===== config.mk =====
export PLATFORM = sky130hd
export DESIGN_NAME = gate_interlock
export DESIGN_NICKNAME = d
export VERILOG_FILES = /design/src/rtl/ilk_pkg.sv /design/src/rtl/ilk_sync.sv /design/src/rtl/ilk_leg.sv /design/src/rtl/gate_interlock.sv
export SDC_FILE = /design/constraint.sdc
export NUM_CORES = 1
export LEC_CHECK = 0
export BUFFER_PORTS_ARGS = -buffer_cell sky130_fd_sc_hd__buf_2
export CAP_MARGIN = 20
export CORE_AREA = 2 2 39 41
export DETAILED_ROUTE_END_ITERATION = 10
export DIE_AREA = 0 0 41 43
export GPL_TIMING_DRIVEN = 0
export PLACE_DENSITY = 0.71
export SETUP_SLACK_MARGIN = 0.05
export SYNTH_ARGS = -nofsm -noshare
export SYNTH_HDL_FRONTEND = slang
export SYNTH_SLANG_ARGS = --single-unit

===== constraint.sdc =====
create_clock -name clk -period 2.26 [get_ports clk]
set_input_delay 0.113 -clock clk [delete_from_list [all_inputs] [get_ports clk]]
set_output_delay 0.113 -clock clk [all_outputs]
set_load 0.01 [all_outputs]

===== src/rtl/ilk_pkg.sv =====
// Package: shared types for the shoot-through interlock.
// Assumes nothing beyond IEEE 1800-2017 enum support.
package ilk_pkg;

    // Per-leg arbitration state.
    typedef enum logic [1:0] {
        LEG_FREE = 2'd0,   // neither arm granted, no tie pending
        LEG_HI   = 2'd1,   // upper arm owns the leg
        LEG_LO   = 2'd2,   // lower arm owns the leg
        LEG_TIE  = 2'd3    // both arrived together, waiting for one to drop
    } leg_state_t;

endpackage


===== src/rtl/ilk_sync.sv =====
// Module: ilk_sync
// Multi-stage flop synchronizer for a bus of independent level signals.
// Assumes each bit is a slow level (commands change far slower than clk),
// so bits need no mutual coherence. Reset value is a parameter so that
// active-low command pins reset to their inactive level.
module ilk_sync #(
    parameter int          WIDTH   = 6,
    parameter int          STAGES  = 2,
    parameter logic        RST_LVL = 1'b1
) (
    input  logic             clk,
    input  logic             rst_n,
    input  logic [WIDTH-1:0] d_async,
    output logic [WIDTH-1:0] q_sync
);

    localparam int LAST = STAGES - 1;

    logic [WIDTH-1:0] stage_q [STAGES];

    // Shift the asynchronous levels through the stage chain.
    always_ff @(posedge clk) begin
        if (!rst_n) begin
            for (int s = 0; s < STAGES; s++) begin
                stage_q[s] <= {WIDTH{RST_LVL}};
            end
        end else begin
            stage_q[0] <= d_async;
            for (int s = 1; s < STAGES; s++) begin
                stage_q[s] <= stage_q[s-1];
            end
        end
    end

    assign q_sync = stage_q[LAST];

endmodule


===== src/rtl/ilk_leg.sv =====
// Module: ilk_leg
// First-come arbiter for one half-bridge leg. Grants the arm whose
// synchronized request arrives first, holds the other off, and hands the
// leg to the waiting arm on the very edge the winner releases. A same-cycle
// double request parks the leg until one side withdraws.
// Assumes requests are already synchronized and active-high.
module ilk_leg
    import ilk_pkg::*;
(
    input  logic clk,
    input  logic rst_n,
    input  logic req_hi,
    input  logic req_lo,
    input  logic kill_lo,
    output logic hi_en,
    output logic lo_en
);

    leg_state_t state_q;
    leg_state_t state_d;

    // Next-state arbitration: first arrival wins, loser waits.
    always_comb begin
        state_d = state_q;
        unique case (state_q)
            LEG_FREE: begin
                if (req_hi && req_lo)  state_d = LEG_TIE;
                else if (req_hi)       state_d = LEG_HI;
                else if (req_lo)       state_d = LEG_LO;
            end
            LEG_HI: begin
                if (!req_hi) state_d = req_lo ? LEG_LO : LEG_FREE;
            end
            LEG_LO: begin
                if (!req_lo) state_d = req_hi ? LEG_HI : LEG_FREE;
            end
            LEG_TIE: begin
                if (!req_hi && !req_lo) state_d = LEG_FREE;
                else if (!req_lo)       state_d = LEG_HI;
                else if (!req_hi)       state_d = LEG_LO;
            end
            default: state_d = LEG_FREE;
        endcase
    end

    // Arbitration state register with synchronous reset.
    always_ff @(posedge clk) begin
        if (!rst_n) state_q <= LEG_FREE;
        else        state_q <= state_d;
    end

    // Gate decode; the kill masks only the lower output, not the state.
    assign hi_en = (state_q == LEG_HI);
    assign lo_en = (state_q == LEG_LO) && !kill_lo;

    // a granted upper arm keeps the leg while it still asks.
    a_r3_hold_hi: assert property (@(posedge clk) disable iff (!rst_n)
        (state_q == LEG_HI && req_hi) |=> (state_q == LEG_HI));

    // a granted lower arm keeps the leg while it still asks.
    a_r3_hold_lo: assert property (@(posedge clk) disable iff (!rst_n)
        (state_q == LEG_LO && req_lo) |=> (state_q == LEG_LO));

    // release of the upper arm hands the leg straight to a waiting lower arm.
    a_r5_handover: assert property (@(posedge clk) disable iff (!rst_n)
        (state_q == LEG_HI && !req_hi && req_lo) |=> (state_q == LEG_LO));

    // a tie stays parked while both sides keep asking.
    a_r6_tie_wait: assert property (@(posedge clk) disable iff (!rst_n)
        (state_q == LEG_TIE && req_hi && req_lo) |=> (hi_en == 1'b0 && state_q == LEG_TIE));

    // a lone upper request on a free leg is granted next cycle.
    a_r4_first_wins: assert property (@(posedge clk) disable iff (!rst_n)
        (state_q == LEG_FREE && req_hi && !req_lo) |=> hi_en);

    // the kill does not disturb a held lower grant.
    a_r9_kill_keeps: assert property (@(posedge clk) disable iff (!rst_n)
        (kill_lo && state_q == LEG_LO && req_lo) |=> (state_q == LEG_LO && !hi_en));

endmodule


===== src/rtl/gate_interlock.sv =====
// Module: gate_interlock
// Three-phase (NUM_LEGS) shoot-through interlock. Synchronizes the
// active-low arm commands, then runs one independent first-come arbiter
// per leg. Adds no dead time and reports no faults.
// Assumes the controller supplies dead time and commands are levels.
module gate_interlock #(
    parameter int NUM_LEGS    = 3,
    parameter int SYNC_STAGES = 2
) (
    input  logic                clk,
    input  logic                rst_n,
    input  logic [NUM_LEGS-1:0] hi_cmd_n,
    input  logic [NUM_LEGS-1:0] lo_cmd_n,
    input  logic                gate_kill,
    output logic [NUM_LEGS-1:0] hi_gate_en,
    output logic [NUM_LEGS-1:0] lo_gate_en
);

    localparam int SYNC_W = 2 * NUM_LEGS;

    logic [SYNC_W-1:0]   cmd_sync_n;
    logic [NUM_LEGS-1:0] req_hi;
    logic [NUM_LEGS-1:0] req_lo;

    // Bring both command buses into the clock domain together.
    ilk_sync #(
        .WIDTH   (SYNC_W),
        .STAGES  (SYNC_STAGES),
        .RST_LVL (1'b1)
    ) u_sync (
        .clk     (clk),
        .rst_n   (rst_n),
        .d_async ({lo_cmd_n, hi_cmd_n}),
        .q_sync  (cmd_sync_n)
    );

    // Convert synchronized active-low commands to active-high requests.
    assign req_hi = ~cmd_sync_n[NUM_LEGS-1:0];
    assign req_lo = ~cmd_sync_n[SYNC_W-1:NUM_LEGS];

    // One independent arbiter per leg.
    for (genvar g = 0; g < NUM_LEGS; g++) begin : g_leg
        ilk_leg u_leg (
            .clk     (clk),
            .rst_n   (rst_n),
            .req_hi  (req_hi[g]),
            .req_lo  (req_lo[g]),
            .kill_lo (gate_kill),
            .hi_en   (hi_gate_en[g]),
            .lo_en   (lo_gate_en[g])
        );

        // the two switches of one leg are never enabled together.
        a_r2_no_overlap: assert property (@(posedge clk) disable iff (!rst_n)
            !(hi_gate_en[g] && lo_gate_en[g]));

        // enables are low in the first cycle after reset is released.
        a_r10_reset_low: assert property (@(posedge clk)
            !rst_n |=> (!hi_gate_en[g] && !lo_gate_en[g]));
    end

endmodule


==> run_results.csv, run 1 <==
group,metric,value,unit
pwr,ir_drop,327.4,uV
route,viasPerCell,4.186,
route,drc,0,
pwr,cellLeakagePower,0.0003816,uW
place,place_congestion,0.5984,
synth,yosysWarnings,0,
timing,finClkSkew,0.3516,ps
die,die_area,0.001763,mm2
clock_network,cts_root_buf,"clkbuf_4",
pwr,power_density,656.6,mW/mm2
clock_network,cts.repair.resized,0,
synth,yosys.area.top_type,"dfxtp_1",
worst_setup_path,crit_path_max_incr_delay,340,ps
status,status,"complete, no violations",
clock_network,clkLatencyLatePin,280,ps
timing,rsz0062_at_grt,"no",
route,dr.pass1.iters,4,
synth,synth_top_area_share,58.30,%
job,cap_violations,0,
synth,synthTopCellsByArea,"dfxtp_1 (58%), nand2b_1 (10%), buf_4 (7.3%)",
worst_setup_path,required,2150,ps
cells_and_area,layout-drive-gt1-share,29.63,%
route,wl,805,um
timing,finalCritPeriodShare,53.80,%
route,ant_nets,0,
synth,ys_types,10,
route,drt_iter0_drc,4,
clock_network,clock_sinks,18,
clock_network,clk_pin_slew_worst_paths,80,ps
die,initial_core_util,44.67,%
worst_setup_path,critPathMaxFanout,2,
clock_network,cts_buffers,3,
synth,syn_area,618.1,um2
cells_and_area,design_area,790.8,um2
timing,whs,128.7,ps
worst_setup_path,crit_arrival,1100,ps
worst_setup_path,cp_slowest_cell,"dfxtp_1",
timing,fmax,822.4,MHz
timing,setup_viol,0,
global_route,grtUsageTotal,11.29,%
worst_setup_path,critPathLaunchType,"flop",
die,die_w,41,um
place,dp_hpwl,505.9,um
synth,synth_area_per_cell,10.66,um2
clock_network,cts_tree,"built",
place,portBuffers,14,
timing,layout_min_cycle_time,1216,ps
cells_and_area,nFillCells,121,
global_route,antenna_found_initial,0,
synth,ys_seq_area_share,58.30,%
cells_and_area,diodes,0,
synth,synth_nets,67,
global_route,grt_start_max_net_pins,11,
worst_setup_path,path_cells,"inv_1, nor3_1, buf_4, buf_2",
place,post-place-ws,1358,ps
die,ioPinCount,15,
place,dpl_cell_area,708.2,um2
pwr,total_power,519.2,uW
min_path,hold_class,"in -> reg",
synth,ys_ff_latch,18,
timing,setup-tns-final,0,ps
clock_network,htreeDepth,1,
timing,timing.final.ws_setup,1044,ps
global_route,grt_pass1_wl,1186,um
route,num_vias,406,
worst_setup_path,end_kind,"output pin",
timing,drv_slew,0,
timing,max-slew-margin-rel,88.64,%
clock_network,cts_max_path_buffers,2,
timing,max_slew.worst_pin.slew,169.1,ps
die,core-area,0.001384,mm2
route,wire_per_inst,8.299,um
synth,postSynthCellCount,58,
die,die_h,43,um
global_route,globalRouteOverflowTotal,0,
cells_and_area,finalNetCount,92,
global_route,first_global_vias,315,
die,fp-row-count,14,
cells_and_area,syn_to_final_growth,27.94,%
timing,hold_viol,0,
worst_setup_path,worstSetupPathType,"reg -> out",
## final timing paths
path,from,to,slack (ps),depth (start not counted)
max,g_leg[0].u_leg.state_q[1]$_SDFFE_PN0P_,lo_gate_en[0],1040,4
min,rst_n,g_leg[1].u_leg.state_q[1]$_SDFFE_PN0P_,130,3
max reg2reg,g_leg[0].u_leg.state_q[1]$_SDFFE_PN0P_,g_leg[0].u_leg.state_q[0]$_SDFFE_PN0P_,1440,2
min reg2reg,u_sync.stage_q[0][2]$_SDFF_PN1_,u_sync.stage_q[0][8]$_SDFF_PN1_,410,1
## layout by cell type (no fill, tap or decap), types with 5 or more instances in the layout
master         count
inv_1              6
dlygate4sd3_1      6
buf_4              6
dfxtp_1           18
or2b_1             5
buf_2             14
nand2b_1          10
## critical path: cells and delay by family, from the launching register on
family	cells	cell delay, ps
flip-flops	1	340
buffers and inverters	3	290
AND/OR/NAND/NOR	1	190
## routing by layer
layer	global-route usage [%]	vias up	wire, um
met4	14.00	0	33
li1	-	225	-
met2	15.31	14	375
met3	3.141	4	48
met1	11.74	163	347
met5	0	-	0
## registers in the layout, indices dropped and copies added, names as in the netlist
name                 cells
g_leg.u_leg.state_q      6
u_sync.stage_q          12
## synthesized netlist by cell type
cell and instances:
o311a_1 3, nor3_1 3, nor2b_1 3, or2b_1 5, nand2b_1 10, buf_4 6, a21oi_1 3, dfxtp_1 18
buf_6 1, inv_1 6
## stage by stage
stage / util [%] / cells
after CTS: 56.42 / 96
after global placement: 51.18 / 88
after floorplan: - / 58
final: 57.14 / 97
after detailed placement: 51.18 / 88
after global routing: 57.14 / 97
## cells by family (layout without fill, tap and decap cells)
kind of cell / count (synthesis) / in the layout / synth area share (%)
buf+inv: 13 / 36 / 12.75
flops: 18 / 18 / 58.30
compound gates: 6 / 6 / 7.287
simple gates: 21 / 21 / 21.66
## final cells by class
type	count	area, um2	area share, %
Tap cell	16	20.02	2.532
Inverter	6	22.52	2.848
Buffer	7	56.30	7.120
Sequential cell	18	360.3	45.57
Clock buffer	3	22.52	2.848
Timing Repair Buffer	20	130.1	16.46
Multi-Input combinational cell	27	178.9	22.63
## report_power, final
group	internal, uW	switching (uW)
Clock	61.8	82.9
Combinational	26.2	14.6
Sequential	330	3.89
Total	418	101
## timing repair
action                                  in CTS  in global routing
endpoints found under the hold margin        5                  1
setup buffers                                0                  0
endpoints found under the setup margin       0                  0
hold buffers                                 5                  1
(Power assumes the default switching activity.)
==> run 2, diff against run 1 <==
Settings changed: ABC_AREA set to 1, CORE_AREA 2 2 39 41 to unset, CORE_MARGIN set to 1, CORE_UTILIZATION set to 49, DIE_AREA 0 0 41 43 to unset, PLACE_DENSITY 0.71 to 0.73.
Clock period 2.26 ns to 1.22 ns, I/O delays scaled along.
==> run_results.csv, run 2 <==
group,metric,value,unit
timing,setup_viol,0,
global_route,antenna_found_initial,0,
synth,synth_ff_type,"dfxtp_1",
pwr,ir_drop,717.4,uV
timing,finClkSkew,2.159,ps
cells_and_area,design_area,848.3,um2
worst_setup_path,worstSetupPathType,"reg -> out",
route,wl,924,um
global_route,grtUsageTotal,15.48,%
job,cap_violations,0,
pwr,cellLeakagePower,0.0004719,uW
place,place_congestion,0.6184,
route,viasPerCell,4.231,
cells_and_area,layout-drive-gt1-share,36.89,%
timing,layout_min_cycle_time,1099,ps
route,num_vias,495,
clock_network,cts_tree,"built",
synth,synth_top_area_share,54.24,%
route,ant_nets,0,
synth,ys_seq_area_share,54.24,%
min_path,min-delay-start,"rst_n",
route,dr.pass1.iters,2,
cells_and_area,nFillCells,107,
route,drc,0,
pwr,p_int,775.1,uW
die,initial_core_util,56.01,%
pwr,power_density,1154,mW/mm2
worst_setup_path,cp-startpoint,"g_leg[2].u_leg.state_q[1]$_SDFFE_PN0P_",
synth,synthTopCellsByArea,"dfxtp_1 (54%), inv_1 (10%), or2_2 (7.5%)",
clock_network,cts_buffers,3,
clock_network,clkLatencyLatePin,280,ps
synth,synth_edf_count,0,
worst_setup_path,crit_arrival,1040,ps
route,wl_met2,440,um
cells_and_area,final_cell_mix,"inv_1 (18), dfxtp_1 (15), buf_2 (14), nor2_1 (9), or2_2 (8)",
synth,synth_common_cells,"dfxtp_1 (18), inv_1 (18), nor2_1 (9), or2_2 (8)",
worst_setup_path,r2r-end,"u_sync.stage_q[0][10]$_SDFF_PN1_",
synth,ys_ff_latch,18,
timing,hold_viol,0,
status,status,"complete, no violations",
global_route,first_global_vias,411,
cells_and_area,finalNetCount,114,
clock_network,cts_max_path_buffers,2,
die,ioPinCount,15,
min_path,hold_class,"in -> reg",
synth,postSynthCellCount,80,
synth,ys_types,11,
route,dr.max_layer_used,"met4",
synth,synth-async-reset-ratio,0,%
worst_setup_path,critPathLaunchType,"flop",
cells_and_area,largest_register_ffs,12,
pwr,power_switching,203.9,uW
route,drt_iter0_drc,2,
pwr,combPwrFrac,8.2,%
clock_network,clk_pin_slew_worst_paths,90,ps
place,portBuffers,14,
route,dr_wl_met3,43,um
die,die_area,0.001507,mm2
synth,yosysWarnings,0,
worst_setup_path,crit-reg2reg-launch,"u_sync.stage_q[0][4]$_SDFF_PN1_",
clock_network,htreeDepth,1,
synth,synth_nets,89,
worst_setup_path,ff2ff_path_depth,1,
timing,fmax,910.0,MHz
cells_and_area,largest-register,"u_sync.stage_q",
worst_setup_path,end_kind,"output pin",
timing,rsz0062_at_grt,"yes",
worst_setup_path,rrSetupSlack,520,ps
timing,max-slew-margin-rel,90.01,%
route,wire_per_inst,7.897,um
global_route,grt_start_max_net_pins,11,
die,fp-row-count,12,
pwr,power_frac_seq,63.4,%
timing,setup-tns-final,0,ps
timing,finalCritPeriodShare,90.08,%
clock_network,cts_root_buf,"clkbuf_4",
place,dp_hpwl,600.5,um
synth,syn_area,664.4,um2
pwr,clkPwrFrac,28.4,%
global_route,grt_pass1_wl,1449,um
die,core-area,0.001186,mm2
die,die_w,38.82,um
cells_and_area,diodes,0,
synth,synth_area_per_cell,8.305,um2
timing,drv_slew,0,
global_route,globalRouteOverflowTotal,0,
cells_and_area,mostFrequentLayoutCell,"inv_1",
clock_network,clock_sinks,18,
worst_setup_path,required,1160,ps
route,m1WireLength,420,um
pwr,p_sw_share,20.83,%
timing,max_slew.worst_pin.slew,148.7,ps
synth,yosys.area.top_type,"dfxtp_1",
place,dpl_cell_area,752.0,um2
worst_setup_path,endpoint,"lo_gate_en[2]",
cells_and_area,top_regs,"u_sync.stage_q: 12 flops, g_leg.u_leg.state_q: 6 flops",
cells_and_area,syn_to_final_growth,27.68,%
die,die_h,38.82,um
worst_setup_path,critPathMaxFanout,3,
-- run 2: logic make-up after synthesis --
| logic type | count (synthesis) | share of synthesized area (%) |
|---|---|---|
| DFF | 18 | 54.24 |
| buffers and inverters | 26 | 19.21 |
| and+or+nand+nor | 36 | 26.55 |
-- run 2: area by class of cell --
class / count / area [um2] / area share, %
inverter: 19 / 71.32 / 8.407
timing repair buffer: 20 / 130.1 / 15.34
clock buffer: 3 / 22.52 / 2.655
tap: 14 / 17.52 / 2.065
buffer: 7 / 56.30 / 6.637
sequential: 18 / 364.1 / 42.92
multi-input combinational: 36 / 186.4 / 21.98
-- run 2: repair_timing --
item | CTS | global route
hold buffers | 6 | 0
hold endpoints to repair | 6 | 0
setup endpoints to repair | 1 | 4
gates cloned | 0 | 0
setup buffers | 0 | 0
gates resized for setup | 1 | 4
-- run 2: power groups by stage --
stage                     registers [uW]  clock network (uW)  logic [uW]
final                                621                 278        79.9
after detailed placement             634                   0        64.3
after floorplan                      632                   0        42.6
after global placement               633                   0        62.5
after CTS                            621                 287        78.7
after global routing                 624                 319        89.8
-- run 2: layer usage --
layer  global-route usage [%]  up-vias
met4                    12.93        0
li1                         -      272
met1                    13.67      204
met2                    27.50       15
met5                        0        -
met3                    5.202        4
-- run 2: worst min-delay path by stage --
stage	endpoint	slack [ps]	cells after the start
2_1_floorplan	u_sync.stage_q[0][2]$_SDFF_PN1_	160	1
3_3_place_gp	u_sync.stage_q[0][5]$_SDFF_PN1_	240	2
3_5_place_dp	u_sync.stage_q[0][4]$_SDFF_PN1_	240	2
4_1_cts	u_sync.stage_q[0][9]$_SDFF_PN1_	120	3
5_1_grt	u_sync.stage_q[0][9]$_SDFF_PN1_	120	3
6_report	u_sync.stage_q[0][9]$_SDFF_PN1_	110	3
-- run 2: critical path, cell delays in order, from the launching register on --
cell     delay [ps]
dfxtp_1         360
inv_1            70
nor3_2          100
buf_4           120
buf_2           110
-- run 2: through the flow --
stage               setup WS, ps  power, uW  instances  util [%]  hold slack, ps
floorplan                  534.6      674.4         80         -           160.8
global placement           420.1      695.6        108     63.40           239.2
detailed placement         366.3      698.5        108     63.40           242.2
CTS                        60.03      986.7        117     70.46           120.8
global route               30.59       1032        117     71.52           117.6
finish                     121.0      979.0        117     71.52           113.5
==> run 3, diff against run 2 <==
Settings changed: CORE_AREA set to 2 2 39 41, CORE_MARGIN 1 to unset, CORE_UTILIZATION 49 to unset, DIE_AREA set to 0 0 41 43, PLACE_DENSITY 0.73 to 0.75.
Clock period 1.22 ns to 1.4 ns, I/O delays scaled along.
==> run_results.csv, run 3 (same netlist as run 2, synthesis figures left out) <==
group,metric,value,unit
status,status,"complete, no violations",
worst_setup_path,crit_path_max_incr_delay,360,ps
clock_network,htreeDepth,1,
timing,max-slew-margin-rel,89.69,%
min_path,hold_class,"in -> reg",
die,die_area,0.001763,mm2
timing,layout_min_cycle_time,1133,ps
pwr,power_density,1006,mW/mm2
cells_and_area,final_cell_mix,"inv_1 (18), dfxtp_1 (18), buf_2 (14), nor2_1 (9), or2_2 (8)",
worst_setup_path,cp_slowest_cell,"dfxtp_1",
cells_and_area,finish.utilization,60.49,%
worst_setup_path,path_cells,"inv_1, nor3_1, buf_4, buf_2",
timing,fmax,882.9,MHz
place,post-place-ws,584.9,ps
clock_network,clk_pin_slew_worst_paths,90,ps
die,die_h,43,um
global_route,first_global_vias,414,
place,portBuffers,14,
clock_network,clock_sinks,18,
cells_and_area,diodes,0,
global_route,antenna_found_initial,0,
worst_setup_path,critPathTopFamily,"flip-flops",
die,die_w,41,um
pwr,cellLeakagePower,0.0004659,uW
global_route,grt_start_max_net_pins,11,
clock_network,cts_root_buf,"clkbuf_4",
clock_network,cts_max_path_buffers,2,
place,dp_hpwl,639.1,um
timing,drv_slew,0,
global_route,globalRouteOverflowTotal,0,
cells_and_area,largest-register,"u_sync.stage_q",
pwr,ir_drop,534.9,uV
timing,rsz0062_at_grt,"no",
cells_and_area,syn_to_final_growth,25.99,%
timing,finClkSkew,0.8683,ps
place,place_congestion,0.6111,
worst_setup_path,worstSetupPathType,"reg -> out",
route,viasPerCell,4.092,
worst_setup_path,required,1330,ps
timing,finalCritPeriodShare,80.90,%
worst_setup_path,critPathLaunchType,"flop",
timing,hold_viol,0,
clock_network,cts_buffers,3,
route,wl,879,um
pwr,total_power,841.9,uW
timing,setup_viol,0,
route,drc,0,
cells_and_area,nFillCells,112,
timing,max_slew.worst_pin.slew,153.5,ps
die,fp-row-count,14,
route,dr.pass1.iters,3,
route,drt_iter0_drc,6,
global_route,grtUsageTotal,12.31,%
route,num_vias,487,
clock_network,cts_tree,"built",
job,cap_violations,0,
cells_and_area,top_regs,"u_sync.stage_q: 12 flops, g_leg.u_leg.state_q: 6 flops",
timing,timing.final.ws_setup,267.4,ps
worst_setup_path,critPathMaxFanout,3,
cells_and_area,finalNetCount,114,
clock_network,clkLatencyLatePin,270,ps
worst_setup_path,end_kind,"output pin",
timing,setup-tns-final,0,ps
die,ioPinCount,15,
worst_setup_path,crit_arrival,1060,ps
route,ant_nets,0,
route,wire_per_inst,7.387,um
die,initial_core_util,48.01,%
worst_setup_path,critPathBufInv,3,
die,core-area,0.001384,mm2
timing,whs,133.2,ps
cells_and_area,largest_register_ffs,12,
global_route,grt_pass1_wl,1428,um
cells_and_area,layout-drive-gt1-share,32.04,%
==> run 3: cell types whose count changed in the layout (fill, tap and decap cells not counted) <==
cell and delta:
dfxtp_2 -3, dfxtp_1 +3, nor3_2 -2, nor3_1 +2
==> run 3: path summary, 6_finish.rpt <==
check,start,endpoint,slack (ps),cells after the start
max,g_leg[0].u_leg.state_q[1]$_SDFFE_PN0P_,lo_gate_en[0],270,4
min,rst_n,u_sync.stage_q[0][0]$_SDFF_PN1_,130,3
max reg2reg,u_sync.stage_q[0][4]$_SDFF_PN1_,u_sync.stage_q[0][10]$_SDFF_PN1_,710,1
min reg2reg,u_sync.stage_q[0][1]$_SDFF_PN1_,u_sync.stage_q[0][7]$_SDFF_PN1_,420,1
==> run 3: layout make-up <==
class                   instances  area [um2]  area share [%]
flip-flops and latches         18       360.3           43.05
multi-input cells              36       176.4           21.08
repair buffers                 20       130.1           15.55
inverters                      19       71.32           8.520
plain buffers                   7       56.30           6.726
clock buffers                   3       22.52           2.691
well taps                      16       20.02           2.392
==> run 3: per-stage QoR <==
stage	cells	cell area (um2)
finish	119	837.1
CTS	119	837.1
global placement	110	754.5
detailed placement	110	754.5
global route	119	837.1
floorplan	80	664.4
==> run 3: layer usage <==
metal / wire length [um] / track usage, % / vias to the layer above
li1: - / - / 272
met1: 401 / 12.75 / 199
met2: 426 / 19.38 / 14
met3: 42 / 3.141 / 2
met4: 9 / 10.00 / 0
met5: 0 / 0 / -
==> run 3: repair_timing <==
action,4_1_cts,5_1_grt
setup endpoints to repair,0,0
endpoints found under the hold margin,6,0
hold buffers,6,0
resized for setup,0,0
buffers inserted,0,0
==> run 3: power breakdown <==
part | internal, uW | total [uW] | switching [uW]
logic | 42.4 | 68.4 | 26.1
registers | 532 | 540 | 8.07
clock network | 99.6 | 233 | 133
total | 674 | 842 | 167
